### config.mk
export PLATFORM = sky130hd
export DESIGN_NAME = dual_timer_id
export DESIGN_NICKNAME = d
export VERILOG_FILES = /design/src/rtl/dt_pkg.sv /design/src/rtl/dt_reset_sync.sv /design/src/rtl/dt_prescaler.sv /design/src/rtl/dt_timer_core.sv /design/src/rtl/dual_timer_id.sv
export SDC_FILE = /design/constraint.sdc
export NUM_CORES = 1
export LEC_CHECK = 0
export BUFFER_PORTS_ARGS = -buffer_cell sky130_fd_sc_hd__buf_2
export CORE_MARGIN = 2
export CORE_UTILIZATION = 57
export DETAILED_ROUTE_END_ITERATION = 8
export HOLD_SLACK_MARGIN = 0.15
export PLACE_DENSITY = 0.72
export SLEW_MARGIN = 15
export SYNTH_ARGS = -nofsm -noshare
export SYNTH_HDL_FRONTEND = slang
export SYNTH_HIERARCHICAL = 1
export SYNTH_SLANG_ARGS = --single-unit
### constraint.sdc
create_clock -name clk -period 10.14 [get_ports clk]
set_input_delay 1.521 -clock clk [delete_from_list [all_inputs] [get_ports clk]]
set_output_delay 1.521 -clock clk [all_outputs]
set_load 0.03 [all_outputs]
### src/rtl/dt_pkg.sv
package dt_pkg;

  localparam int unsigned LOC_W = 3;

  localparam logic [LOC_W-1:0] LOC_LOAD   = 3'd0;
  localparam logic [LOC_W-1:0] LOC_VALUE  = 3'd1;
  localparam logic [LOC_W-1:0] LOC_CTRL   = 3'd2;
  localparam logic [LOC_W-1:0] LOC_ICLR   = 3'd3;
  localparam logic [LOC_W-1:0] LOC_RAW    = 3'd4;
  localparam logic [LOC_W-1:0] LOC_MSK    = 3'd5;
  localparam logic [LOC_W-1:0] LOC_BGLOAD = 3'd6;

  // control word bit positions (software visible)
  localparam int unsigned CB_SINGLE = 0;
  localparam int unsigned CB_WIDE   = 1;
  localparam int unsigned CB_PRE_LO = 2;
  localparam int unsigned CB_IE     = 5;
  localparam int unsigned CB_PERIOD = 6;
  localparam int unsigned CB_RUN    = 7;
  localparam int unsigned CTRL_W    = 8;

  localparam logic [CTRL_W-1:0] CTRL_RESET = 8'h20;

  function automatic logic [7:0] id_byte(input logic [2:0] idx);
    logic [7:0] b;
    case (idx)
      3'd0:    b = 8'h04;
      3'd1:    b = 8'h18;
      3'd2:    b = 8'h14;
      3'd3:    b = 8'h00;
      3'd4:    b = 8'h0D;
      3'd5:    b = 8'hF0;
      3'd6:    b = 8'h05;
      default: b = 8'hB1;
    endcase
    return b;
  endfunction

endpackage

### src/rtl/dt_reset_sync.sv
module dt_reset_sync #(
  parameter int unsigned STAGES = 2
) (
  input  logic clk,
  input  logic rst_n,
  output logic rst_sync_n
);
  logic [STAGES-1:0] sr_q;

  always_ff @(posedge clk or negedge rst_n) begin
    if (!rst_n) sr_q <= '0;
    else        sr_q <= {sr_q[STAGES-2:0], 1'b1};
  end

  assign rst_sync_n = sr_q[STAGES-1];
endmodule

### src/rtl/dt_prescaler.sv
module dt_prescaler #(
  parameter int unsigned MID_BITS  = 4,
  parameter int unsigned HIGH_BITS = 8
) (
  input  logic       clk,
  input  logic       rst_n,
  input  logic       clr,
  input  logic       run,
  input  logic       tick_in,
  input  logic [1:0] sel,
  output logic       tick_out
);
  localparam logic [MID_BITS-1:0]  MID_TOP  = '1;
  localparam logic [HIGH_BITS-1:0] HIGH_TOP = '1;

  logic [HIGH_BITS-1:0] pc_q, pc_d;
  logic                 adv;
  logic                 wrap;

  always_comb begin
    adv = run & tick_in;
    case (sel)
      2'd1:    wrap = (pc_q[MID_BITS-1:0] == MID_TOP);
      2'd2:    wrap = (pc_q == HIGH_TOP);
      default: wrap = 1'b1;
    endcase
    tick_out = adv & wrap;
    pc_d = pc_q;
    if (clr)      pc_d = '0;
    else if (adv) pc_d = pc_q + 1'b1;
  end

  always_ff @(posedge clk or negedge rst_n) begin
    if (!rst_n) pc_q <= '0;
    else        pc_q <= pc_d;
  end
endmodule

### src/rtl/dt_timer_core.sv
module dt_timer_core
  import dt_pkg::*;
#(
  parameter int unsigned W  = 32,
  parameter int unsigned NW = 16
) (
  input  logic             clk,
  input  logic             rst_n,
  input  logic             wr,
  input  logic [LOC_W-1:0] loc,
  input  logic [W-1:0]     wdata,
  input  logic             tick_in,
  output logic [W-1:0]     rdata,
  output logic             irq
);
  localparam logic [W-1:0] MAX_WIDE   = '1;
  localparam logic [W-1:0] MAX_NARROW = {{(W-NW){1'b0}}, {NW{1'b1}}};

  logic [CTRL_W-1:0] ctrl_q, ctrl_d;
  logic [W-1:0]      load_q, load_d;
  logic [W-1:0]      cnt_q,  cnt_d;
  logic              raw_q,  raw_d;

  logic          wide, single, reloads, step, at_zero, hit, ld_wr;
  logic [W-1:0]  cnt_eff, reload_v, dec_v;

  dt_prescaler u_pre (
    .clk      (clk),
    .rst_n    (rst_n),
    .clr      (wr && (loc == LOC_CTRL)),
    .run      (ctrl_q[CB_RUN]),
    .tick_in  (tick_in),
    .sel      (ctrl_q[CB_PRE_LO+1:CB_PRE_LO]),
    .tick_out (step)
  );

  always_comb begin
    wide    = ctrl_q[CB_WIDE];
    single  = ctrl_q[CB_SINGLE];
    reloads = ctrl_q[CB_PERIOD] | single;
    ld_wr   = wr && (loc == LOC_LOAD);
    cnt_eff = wide ? cnt_q : (cnt_q & MAX_NARROW);
    at_zero = (cnt_eff == '0);
    dec_v   = wide ? (cnt_q - 1'b1) : ((cnt_q - 1'b1) & MAX_NARROW);
    if (reloads) reload_v = wide ? load_q : (load_q & MAX_NARROW);
    else         reload_v = wide ? MAX_WIDE : MAX_NARROW;
    hit     = step && !ld_wr && (cnt_eff == {{(W-1){1'b0}}, 1'b1});

    cnt_d = cnt_q;
    if (ld_wr)                       cnt_d = wdata;
    else if (step && !at_zero)       cnt_d = dec_v;
    else if (step && !single)        cnt_d = reload_v;

    load_d = load_q;
    if (wr && (loc == LOC_LOAD || loc == LOC_BGLOAD)) load_d = wdata;

    ctrl_d = ctrl_q;
    if (wr && loc == LOC_CTRL) ctrl_d = wdata[CTRL_W-1:0];

    raw_d = raw_q;
    if (hit)                         raw_d = 1'b1;
    else if (wr && loc == LOC_ICLR)  raw_d = 1'b0;
  end

  always_ff @(posedge clk or negedge rst_n) begin
    if (!rst_n) begin
      ctrl_q <= CTRL_RESET;
      load_q <= '0;
      cnt_q  <= MAX_WIDE;
      raw_q  <= 1'b0;
    end else begin
      ctrl_q <= ctrl_d;
      load_q <= load_d;
      cnt_q  <= cnt_d;
      raw_q  <= raw_d;
    end
  end

  always_comb begin
    case (loc)
      LOC_LOAD, LOC_BGLOAD: rdata = load_q;
      LOC_VALUE:            rdata = cnt_q;
      LOC_CTRL:             rdata = {{(W-CTRL_W){1'b0}}, ctrl_q};
      LOC_RAW:              rdata = {{(W-1){1'b0}}, raw_q};
      LOC_MSK:              rdata = {{(W-1){1'b0}}, raw_q & ctrl_q[CB_IE]};
      default:              rdata = '0;
    endcase
  end

  assign irq = raw_q & ctrl_q[CB_IE];

  // the raw interrupt rises only as the count lands on zero
  a_r7_int_at_zero: assert property (@(posedge clk) disable iff (!rst_n)
    $rose(raw_q) |-> (cnt_q == '0));

  // a clear write with no qualified tick leaves the raw flag low
  a_r11_clear: assert property (@(posedge clk) disable iff (!rst_n)
    (wr && loc == LOC_ICLR && !step) |=> !raw_q);

  // a one-shot counter at zero stays there unless reloaded by software
  a_r9_oneshot_hold: assert property (@(posedge clk) disable iff (!rst_n)
    (single && cnt_q == '0 && !ld_wr) |=> (cnt_q == '0));

  // a stopped counter does not move
  a_r10_stopped: assert property (@(posedge clk) disable iff (!rst_n)
    (!ctrl_q[CB_RUN] && !ld_wr) |=> $stable(cnt_q));
endmodule

### src/rtl/dual_timer_id.sv
module dual_timer_id
  import dt_pkg::*;
#(
  parameter int unsigned AW = 12,
  parameter int unsigned DW = 32,
  parameter int unsigned NARROW_W = 16
) (
  input  logic          clk,
  input  logic          rst_n,
  input  logic          wr_en,
  input  logic          rd_en,
  input  logic [AW-1:0] addr,
  input  logic [DW-1:0] wdata,
  input  logic [1:0]    tick_en,
  output logic [DW-1:0] rdata,
  output logic          irq
);
  localparam int unsigned NT     = 2;
  localparam int unsigned SLOT_W = AW - 5;
  localparam logic [SLOT_W-1:0] ID_SLOT = '1;

  logic                 rst_i_n;
  logic [SLOT_W-1:0]    slot;
  logic [LOC_W-1:0]     loc;
  logic                 id_sel;
  logic [NT-1:0]        t_sel;
  logic [NT-1:0]        t_irq;
  logic [DW-1:0]        t_rdata [NT];
  logic [DW-1:0]        rd_mux;
  logic [DW-1:0]        rdata_q, rdata_d;

  dt_reset_sync u_rst (
    .clk        (clk),
    .rst_n      (rst_n),
    .rst_sync_n (rst_i_n)
  );

  assign slot   = addr[AW-1:5];
  assign loc    = addr[4:2];
  assign id_sel = (slot == ID_SLOT);

  for (genvar i = 0; i < NT; i++) begin : g_tmr
    assign t_sel[i] = (slot == SLOT_W'(i));
    dt_timer_core #(.W(DW), .NW(NARROW_W)) u_core (
      .clk     (clk),
      .rst_n   (rst_i_n),
      .wr      (wr_en & t_sel[i]),
      .loc     (loc),
      .wdata   (wdata),
      .tick_in (tick_en[i]),
      .rdata   (t_rdata[i]),
      .irq     (t_irq[i])
    );
  end

  always_comb begin
    rd_mux = '0;
    if (t_sel[0])    rd_mux = t_rdata[0];
    else if (t_sel[1]) rd_mux = t_rdata[1];
    else if (id_sel) rd_mux = {{(DW-8){1'b0}}, id_byte(loc)};
    rdata_d = rd_en ? rd_mux : rdata_q;
  end

  always_ff @(posedge clk or negedge rst_i_n) begin
    if (!rst_i_n) rdata_q <= '0;
    else          rdata_q <= rdata_d;
  end

  assign rdata = rdata_q;
  assign irq   = |t_irq;

  // reads between the timers and the ID bank return zero
  a_r4_unmapped_zero: assert property (@(posedge clk) disable iff (!rst_i_n)
    (rd_en && addr >= AW'(12'h040) && addr < AW'(12'hFE0)) |=> (rdata == '0));

  // the first identification word
  a_r3_first_id: assert property (@(posedge clk) disable iff (!rst_i_n)
    (rd_en && addr == AW'(12'hFE0)) |=> (rdata == DW'(32'h04)));

  // read data holds between reads
  a_r6_hold: assert property (@(posedge clk) disable iff (!rst_i_n)
    !rd_en |=> $stable(rdata));
endmodule

; ---- Word level (Yosys, flattened, before mapping)
; Cells that the tools add are included.
[totals]
register_bits = 196
out_inout_bits = 33
in_bits = 50
wordCells = 111
[classes]
bitwise = 10
eq_ne = 18
add_sub_neg = 4
n_reduce_logical = 35
n_mux = 32
[ops]
columns = op, count
row1 = $mux 32, 18
row2 = $pmux 32 s5, 2
row3 = $eq 32x1->1 const B, 2
row4 = $logic_not 32->1, 2
row5 = $sub 32x1->32 const B, 2
row6 = $pmux 8 s7, 1
row7 = $mux 8, 5
row8 = $add 8x1->8 const B, 2
row9 = $eq 8x8->1 const B, 2
row10 = $logic_and 1x1->1, 16
row11 = $eq 3x3->1 const B, 3
row12 = $and 1x1->1, 8
row13 = $eq 4x4->1 const B, 2
row14 = $reduce_bool 2->1, 4
row15 = $eq 7x1->1 const B, 1
row16 = $eq 7x7->1 const B, 1
row17 = $logic_not 7->1, 1
row18 = $eq 3x2->1 const B, 2
row19 = $logic_not 1->1, 6
row20 = $reduce_bool 3->1, 2
row21 = $eq 2x1->1 const B, 2
row22 = $eq 2x2->1 const B, 2
row23 = $mux 1, 4
row24 = $pmux 1 s2, 2
row25 = 5 further kinds, 7

; ---- Longest topological paths before layout
[logic_depth]
word_depth = 7
mapped_depth = 12
ltp_nobuf = 10

; ---- Cells and area by module
; The synthesis kept the hierarchy.
[by_module_without_submodules]
columns = module, area_per_inst_um2, cells_each, n_inst, seq_area_each_um2
row1 = dt_timer_core, 4403.0, 441, 2, 1868.0
row2 = dual_timer_id, 1773.0, 165, 1, 800.8
row3 = dt_prescaler, 462.9, 49, 2, 200.2
row4 = dt_reset_sync, 53.8, 3, 1, 50.0

; ---- Least setup slack after synthesis
; Ideal clock, no wire load.
[synth_path]
path_type = input to register
startpoint = in addr[10]
endpoint = reg g_tmr[0].u_core.cnt_q[27]
cell_stages = 11
path_buffers = 2
setup_time_ns = 0.064
slack_ns = 5.953
arrival_time_ns = 4.122
required_ns = 10.076
cell_sequence = nor4_4 and2_1 buf_2 nand2_1 nor2_1 nor4b_1 clkbuf_1 nor4_1 a211oi_1 o221ai_1 nand2_1
[synth_between]
elab_chain_len = 4
word_cells_on_any_way = 5
classes_between = 1 x mux / 1 x bitwise / 3 x reduce/logical
[synth_lines]
columns = item, line
row1 = from (decl), dual_timer_id.sv:12  ; input logic [AW-1:0] addr,
row2 = $logic_not 7->1 (*), dual_timer_id.sv:43  ; assign t_sel[i] = (slot == SLOT_W'(i));
row3 = $and 1x1->1 (*), dual_timer_id.sv:47  ; .wr (wr_en & t_sel[i]),
row4 = $logic_and 1x1->1 (*), dt_timer_core.sv:41  ; ld_wr = wr && (loc == LOC_LOAD);
row5 = $reduce_bool 3->1 (no source line) / $mux 32 (equally long branches), --
row6 = to (signal assigned), dt_timer_core.sv:74  ; cnt_q <= cnt_d;
row7 = to (decl), dt_timer_core.sv:21  ; logic [W-1:0] cnt_q, cnt_d;
; Every way passes the cells marked *; elsewhere a longest branch is shown, timed or not.
; A chain may end at the register's enable or synchronous reset.

; ---- Worst setup path after layout
[layout_path]
startpoint = in addr[5]
endpoint = reg g_tmr[0].u_core.cnt_q[0]
; Same word-level chain as after synthesis.

==> flow_summary.html <==
<table>
<tr><th>Metric</th><th>Value</th></tr>
<tr><th colspan="2">Setup path</th></tr>
<tr><td>Worst EP required</td><td>10.48 ns</td></tr>
<tr><td>Cell with the biggest individual delay on the critical path</td><td>sky130_fd_sc_hd__buf_2</td></tr>
<tr><td>Element type at the critical path end</td><td>flop</td></tr>
<tr><td>Worst setup SP type</td><td>input port</td></tr>
<tr><td>Maximum fanout count along the critical path</td><td>39</td></tr>
<tr><td>Cell-by-cell listing of the critical path</td><td>buf_2 -&gt; nor2_1 -&gt; nor4b_2 -&gt; buf_4 -&gt; or4_4 -&gt; o21ai_2 -&gt; nor3_1 -&gt; a211oi_1</td></tr>
<tr><td>Dominant delay contributor by cell family on the critical path</td><td>simple AND/OR/NAND/NOR gates</td></tr>
<tr><td>CP Class</td><td>in2reg</td></tr>
<tr><td>Max stage delay on crit path</td><td>0.72 ns</td></tr>
<tr><td>Arr. time, crit path</td><td>roughly 4.7 ns</td></tr>
<tr><td>Buffering stage count on the worst path with inverters included</td><td>2</td></tr>
<tr><th colspan="2">Floorplan</th></tr>
<tr><td>Initial Utilization</td><td>0.577</td></tr>
<tr><td>Die outline area</td><td>around 0.021 sq mm</td></tr>
<tr><td>Die height</td><td>~150 microns</td></tr>
<tr><td>Boundary pin count</td><td>83</td></tr>
<tr><td>Area of the core</td><td>0.0200 sq mm</td></tr>
<tr><td>Die extent in x</td><td>146 microns</td></tr>
<tr><td>Row cnt</td><td>52</td></tr>
<tr><th colspan="2">Synth</th></tr>
<tr><td>Biggest area consumer among synthesized cells</td><td>sky130_fd_sc_hd__dfrtp_1</td></tr>
<tr><td>Synthesis warning total</td><td>6</td></tr>
<tr><td>Netlist area before placement</td><td>0.0116 sq mm</td></tr>
<tr><td>Main combinational cell family by area after synthesis</td><td>compound AO/OA/AOI/OAI gates</td></tr>
<tr><td>Post-synthesis xor/xnor area fraction</td><td>0.0470</td></tr>
<tr><td>Syn Inst Count</td><td>approximately 1,100</td></tr>
<tr><td>Register area share after synthesis</td><td>0.431</td></tr>
<tr><td>Compound-Gate Fraction of Synth Area</td><td>0.208</td></tr>
<tr><td>Flip-flop and latch count after synthesis</td><td>196</td></tr>
<tr><td>Top-count cell post-synth</td><td>sky130_fd_sc_hd__dfrtp_1</td></tr>
<tr><td>Mux share of post-synthesis cell area</td><td>0.105</td></tr>
<tr><td>Fraction of synthesized cell area taken by the top area cell type</td><td>0.281</td></tr>
<tr><td>Largest cells by area after synthesis</td><td>sky130_fd_sc_hd__dfrtp_1, sky130_fd_sc_hd__dfstp_2, sky130_fd_sc_hd__mux2_2</td></tr>
<tr><td>Synth top cells by count</td><td>sky130_fd_sc_hd__dfrtp_1, sky130_fd_sc_hd__mux2_2, sky130_fd_sc_hd__nor2_1</td></tr>
<tr><td>Number of enable-type register cells in the synthesized netlist</td><td>0</td></tr>
<tr><td>Mean cell area of the mapped netlist</td><td>10.1 sq um</td></tr>
<tr><td>Primary FF master, synth</td><td>sky130_fd_sc_hd__dfrtp_1</td></tr>
<tr><td>Count of unique library cells instantiated by Yosys</td><td>63</td></tr>
<tr><td>Synthesized net count</td><td>1,210</td></tr>
<tr><td>Synth Area in Adders</td><td>0.0130</td></tr>
<tr><td>Simple-gate area share of the yosys netlist</td><td>0.151</td></tr>
<tr><td>Ys async rst share</td><td>1.00</td></tr>
<tr><th colspan="2">STA</th></tr>
<tr><td>Slew headroom</td><td>0.281</td></tr>
<tr><td>Total Neg Setup Slack</td><td>0 ns</td></tr>
<tr><td>Period minus WS final</td><td>4.35 ns</td></tr>
<tr><td>Unrepaired setup endpoints after global routing</td><td>false</td></tr>
<tr><td>Number of max-slew violations in the final report</td><td>0</td></tr>
<tr><td>Final setup vio count</td><td>0</td></tr>
<tr><td>Period utilization</td><td>0.429</td></tr>
<tr><td>Transition time at the pin with the least slew margin</td><td>roughly 1.1 ns</td></tr>
<tr><td>Largest clock skew in the final design</td><td>0.00789 ns</td></tr>
<tr><td>Total count of hold-check failures in the final report</td><td>0</td></tr>
<tr><td>Maximum frequency from static timing analysis</td><td>230 MHz</td></tr>
<tr><th colspan="2">Global route</th></tr>
<tr><td>Largest net degree at the start of global routing</td><td>76</td></tr>
<tr><td>Overall routing resource usage</td><td>0.312</td></tr>
<tr><td>GRT Residual Overflow</td><td>0</td></tr>
<tr><td>Number of antenna violations at the first check in global routing</td><td>0</td></tr>
<tr><td>Vias in the first global route</td><td>roughly 9,400</td></tr>
<tr><td>First-pass GRT wire length</td><td>52,500 microns</td></tr>
<tr><th colspan="2">Detailed routing</th></tr>
<tr><td>DRT Wirelength</td><td>33,100 microns</td></tr>
<tr><td>Post-detailed-route DRC marker count</td><td>0</td></tr>
<tr><td>Via density per instance</td><td>roughly 6.6</td></tr>
<tr><td>First DRT Iteration DRCs</td><td>860</td></tr>
<tr><td>Antenna viol nets, final</td><td>0</td></tr>
<tr><td>DR vias</td><td>9,663</td></tr>
<tr><td>Wire length per cell after detailed routing</td><td>22.6 microns</td></tr>
<tr><td>Pre-antenna DRT Iters</td><td>5</td></tr>
<tr><th colspan="2">Worst hold path</th></tr>
<tr><td>Type of the tightest min-delay check</td><td>reg2async</td></tr>
<tr><th colspan="2">Power</th></tr>
<tr><td>Pwr per Cell Area</td><td>154 mW/mm^2</td></tr>
<tr><td>Overall Power</td><td>1.95 mW</td></tr>
<tr><td>Total leakage power</td><td>5.57 nW</td></tr>
<tr><td>Worst supply voltage drop on vdd</td><td>about 130 uV</td></tr>
<tr><th colspan="2">Cells and area</th></tr>
<tr><td>Fraction of final layout cells with drive strength greater than 1</td><td>0.277</td></tr>
<tr><td>Antenna Cells</td><td>0</td></tr>
<tr><td>Signed area change from the synthesized netlist to the final layout</td><td>9.80%</td></tr>
<tr><td>Final Cell Area</td><td>around 0.013 sq mm</td></tr>
<tr><td>Post-route non-filler standard cell count</td><td>1,461</td></tr>
<tr><td>Final net count</td><td>roughly 1,200</td></tr>
<tr><th colspan="2">CTS</th></tr>
<tr><td>Clk pin slew, worst setup/hold paths</td><td>0.07 ns</td></tr>
<tr><td>Post-cts repair resize count</td><td>0</td></tr>
<tr><td>TritonCTS clock tree</td><td>built</td></tr>
<tr><td>Number of buffers added by the clock tree synthesis step</td><td>17</td></tr>
<tr><td>Clock insertion delay at the later pin of the skew report</td><td>0.44 ns</td></tr>
<tr><td>Total clock sinks</td><td>around 200</td></tr>
<tr><td>Root cell of the clock tree</td><td>sky130_fd_sc_hd__clkbuf_16</td></tr>
<tr><td>Post-CTS setup repair buffer count</td><td>0</td></tr>
<tr><td>Buffer depth of the longest clock path</td><td>2</td></tr>
<tr><td>Max H-tree Level</td><td>4</td></tr>
<tr><th colspan="2">Placement</th></tr>
<tr><td>Placer congestion estimate</td><td>between 0.8 and 0.9</td></tr>
<tr><td>Placed Cells incl. Taps</td><td>1,428</td></tr>
<tr><td>Total half-perimeter wirelength after legalization and detailed placement</td><td>22,000 microns</td></tr>
<tr><td>Placed Instance Area</td><td>0.0121 sq mm</td></tr>
<tr><td>Number of buffers inserted by port buffering</td><td>80</td></tr>
<tr><th colspan="2">Run status</th></tr>
<tr><td>Status</td><td>complete, no violations</td></tr>
<tr><th colspan="2">Flow run</th></tr>
<tr><td>Max-cap viol count</td><td>0</td></tr>
</table>
-- metal layers --
metal  up-vias  global-route usage  wire [microns]  share of wire
met5         -                   0               0              0
met4         0               0.137            1410          0.043
met3        85              0.0534            2160          0.065
met2       446               0.484           15100           0.46
met1      4767               0.432           14300           0.43
li1       4365                   -               -              -
-- final cells by class --
type	count	area (sq um)
clock buffer	21	470
clock inverter	11	149
fill	1736	7350
inverter	14	52.6
multi-input combinational	844	6100
sequential	196	4990
tap	270	338
timing repair buffer	105	591
-- logic make-up after synthesis --
logic type / count (synthesis)
AOI/OAI and AO/OA: 316
xor gates and xnor gates: 62
adders and majority gates: 12
buffers and inverters: 108
DFF: 196
muxes: 109
other: 1
and+or+nand+nor: 344
-- registers in the layout (all words and copies together) (netlist names) --
signal	count
g_tmr.u_core/cnt_q	64
g_tmr.u_core/load_q	64
rdata	32
g_tmr.u_core/ctrl_q	16
g_tmr.u_core/u_pre/pc_q	16
g_tmr.u_core/raw_q	2
u_rst/sr_q	2
-- cell usage in the layout (no fill, tap or decap), types with 24 or more instances in the layout --
| cell type | instances |
|---|---|
| sky130_fd_sc_hd__a22oi_1 | 74 |
| sky130_fd_sc_hd__dfstp_2 | 66 |
| sky130_fd_sc_hd__xnor2_1 | 38 |
| sky130_fd_sc_hd__dfrtp_1 | 129 |
| sky130_fd_sc_hd__buf_2 | 80 |
| sky130_fd_sc_hd__mux2_2 | 101 |
| sky130_fd_sc_hd__nand3_1 | 27 |
| sky130_fd_sc_hd__nor2_1 | 98 |
| sky130_fd_sc_hd__a22o_1 | 54 |
| sky130_fd_sc_hd__buf_4 | 24 |
| sky130_fd_sc_hd__nand2_1 | 84 |
| sky130_fd_sc_hd__xor2_1 | 24 |
| sky130_fd_sc_hd__o31ai_1 | 39 |
-- final timing paths --
| check | slack, ns | end | from | cells past startpoint |
|---|---|---|---|---|
| max | 5.79 | g_tmr[0].u_core/cnt_q[0] | addr[5] | 8 |
| min | 0.30 | g_tmr[1].u_core/cnt_q[29] | u_rst/sr_q[1] | 0 |
| max reg2reg | 6.77 | g_tmr[0].u_core/cnt_q[14] | g_tmr[0].u_core/u_pre/pc_q[0] | 10 |
| min reg2reg | 0.30 | g_tmr[1].u_core/cnt_q[29] | u_rst/sr_q[1] | 0 |
| max in group asynchronous | 8.39 | g_tmr[0].u_core/cnt_q[9] | u_rst/sr_q[1] | 2 |
| min in group clk | 0.35 | u_rst/sr_q[1] | u_rst/sr_q[0] | 0 |
-- timing repair --
action / in CTS / in global routing
hold buffers: 1 / 0
setup endpoints to repair: 0 / 0
endpoints found under the hold margin: 2 / 0
-- power by group --
| part | internal, mW | switching [mW] |
|---|---|---|
| combinational | 0.126 | 0.205 |
| sequential | 0.843 | 0.0575 |
| clock | 0.410 | 0.308 |
| total | 1.38 | 0.570 |
-- through the flow --
step | utilization | hold slack [ns] | setup WS, ns
5_1_grt | 0.633 | 0.319 | 5.61
3_5_place_dp | 0.602 | 0.123 | 5.37
6_report | 0.633 | 0.299 | 5.79
4_1_cts | 0.633 | 0.304 | 5.84
2_1_floorplan | - | 0.331 | 4.39
3_3_place_gp | 0.602 | 0.121 | 5.49
Note: power is estimated with default switching activity, not from simulation.
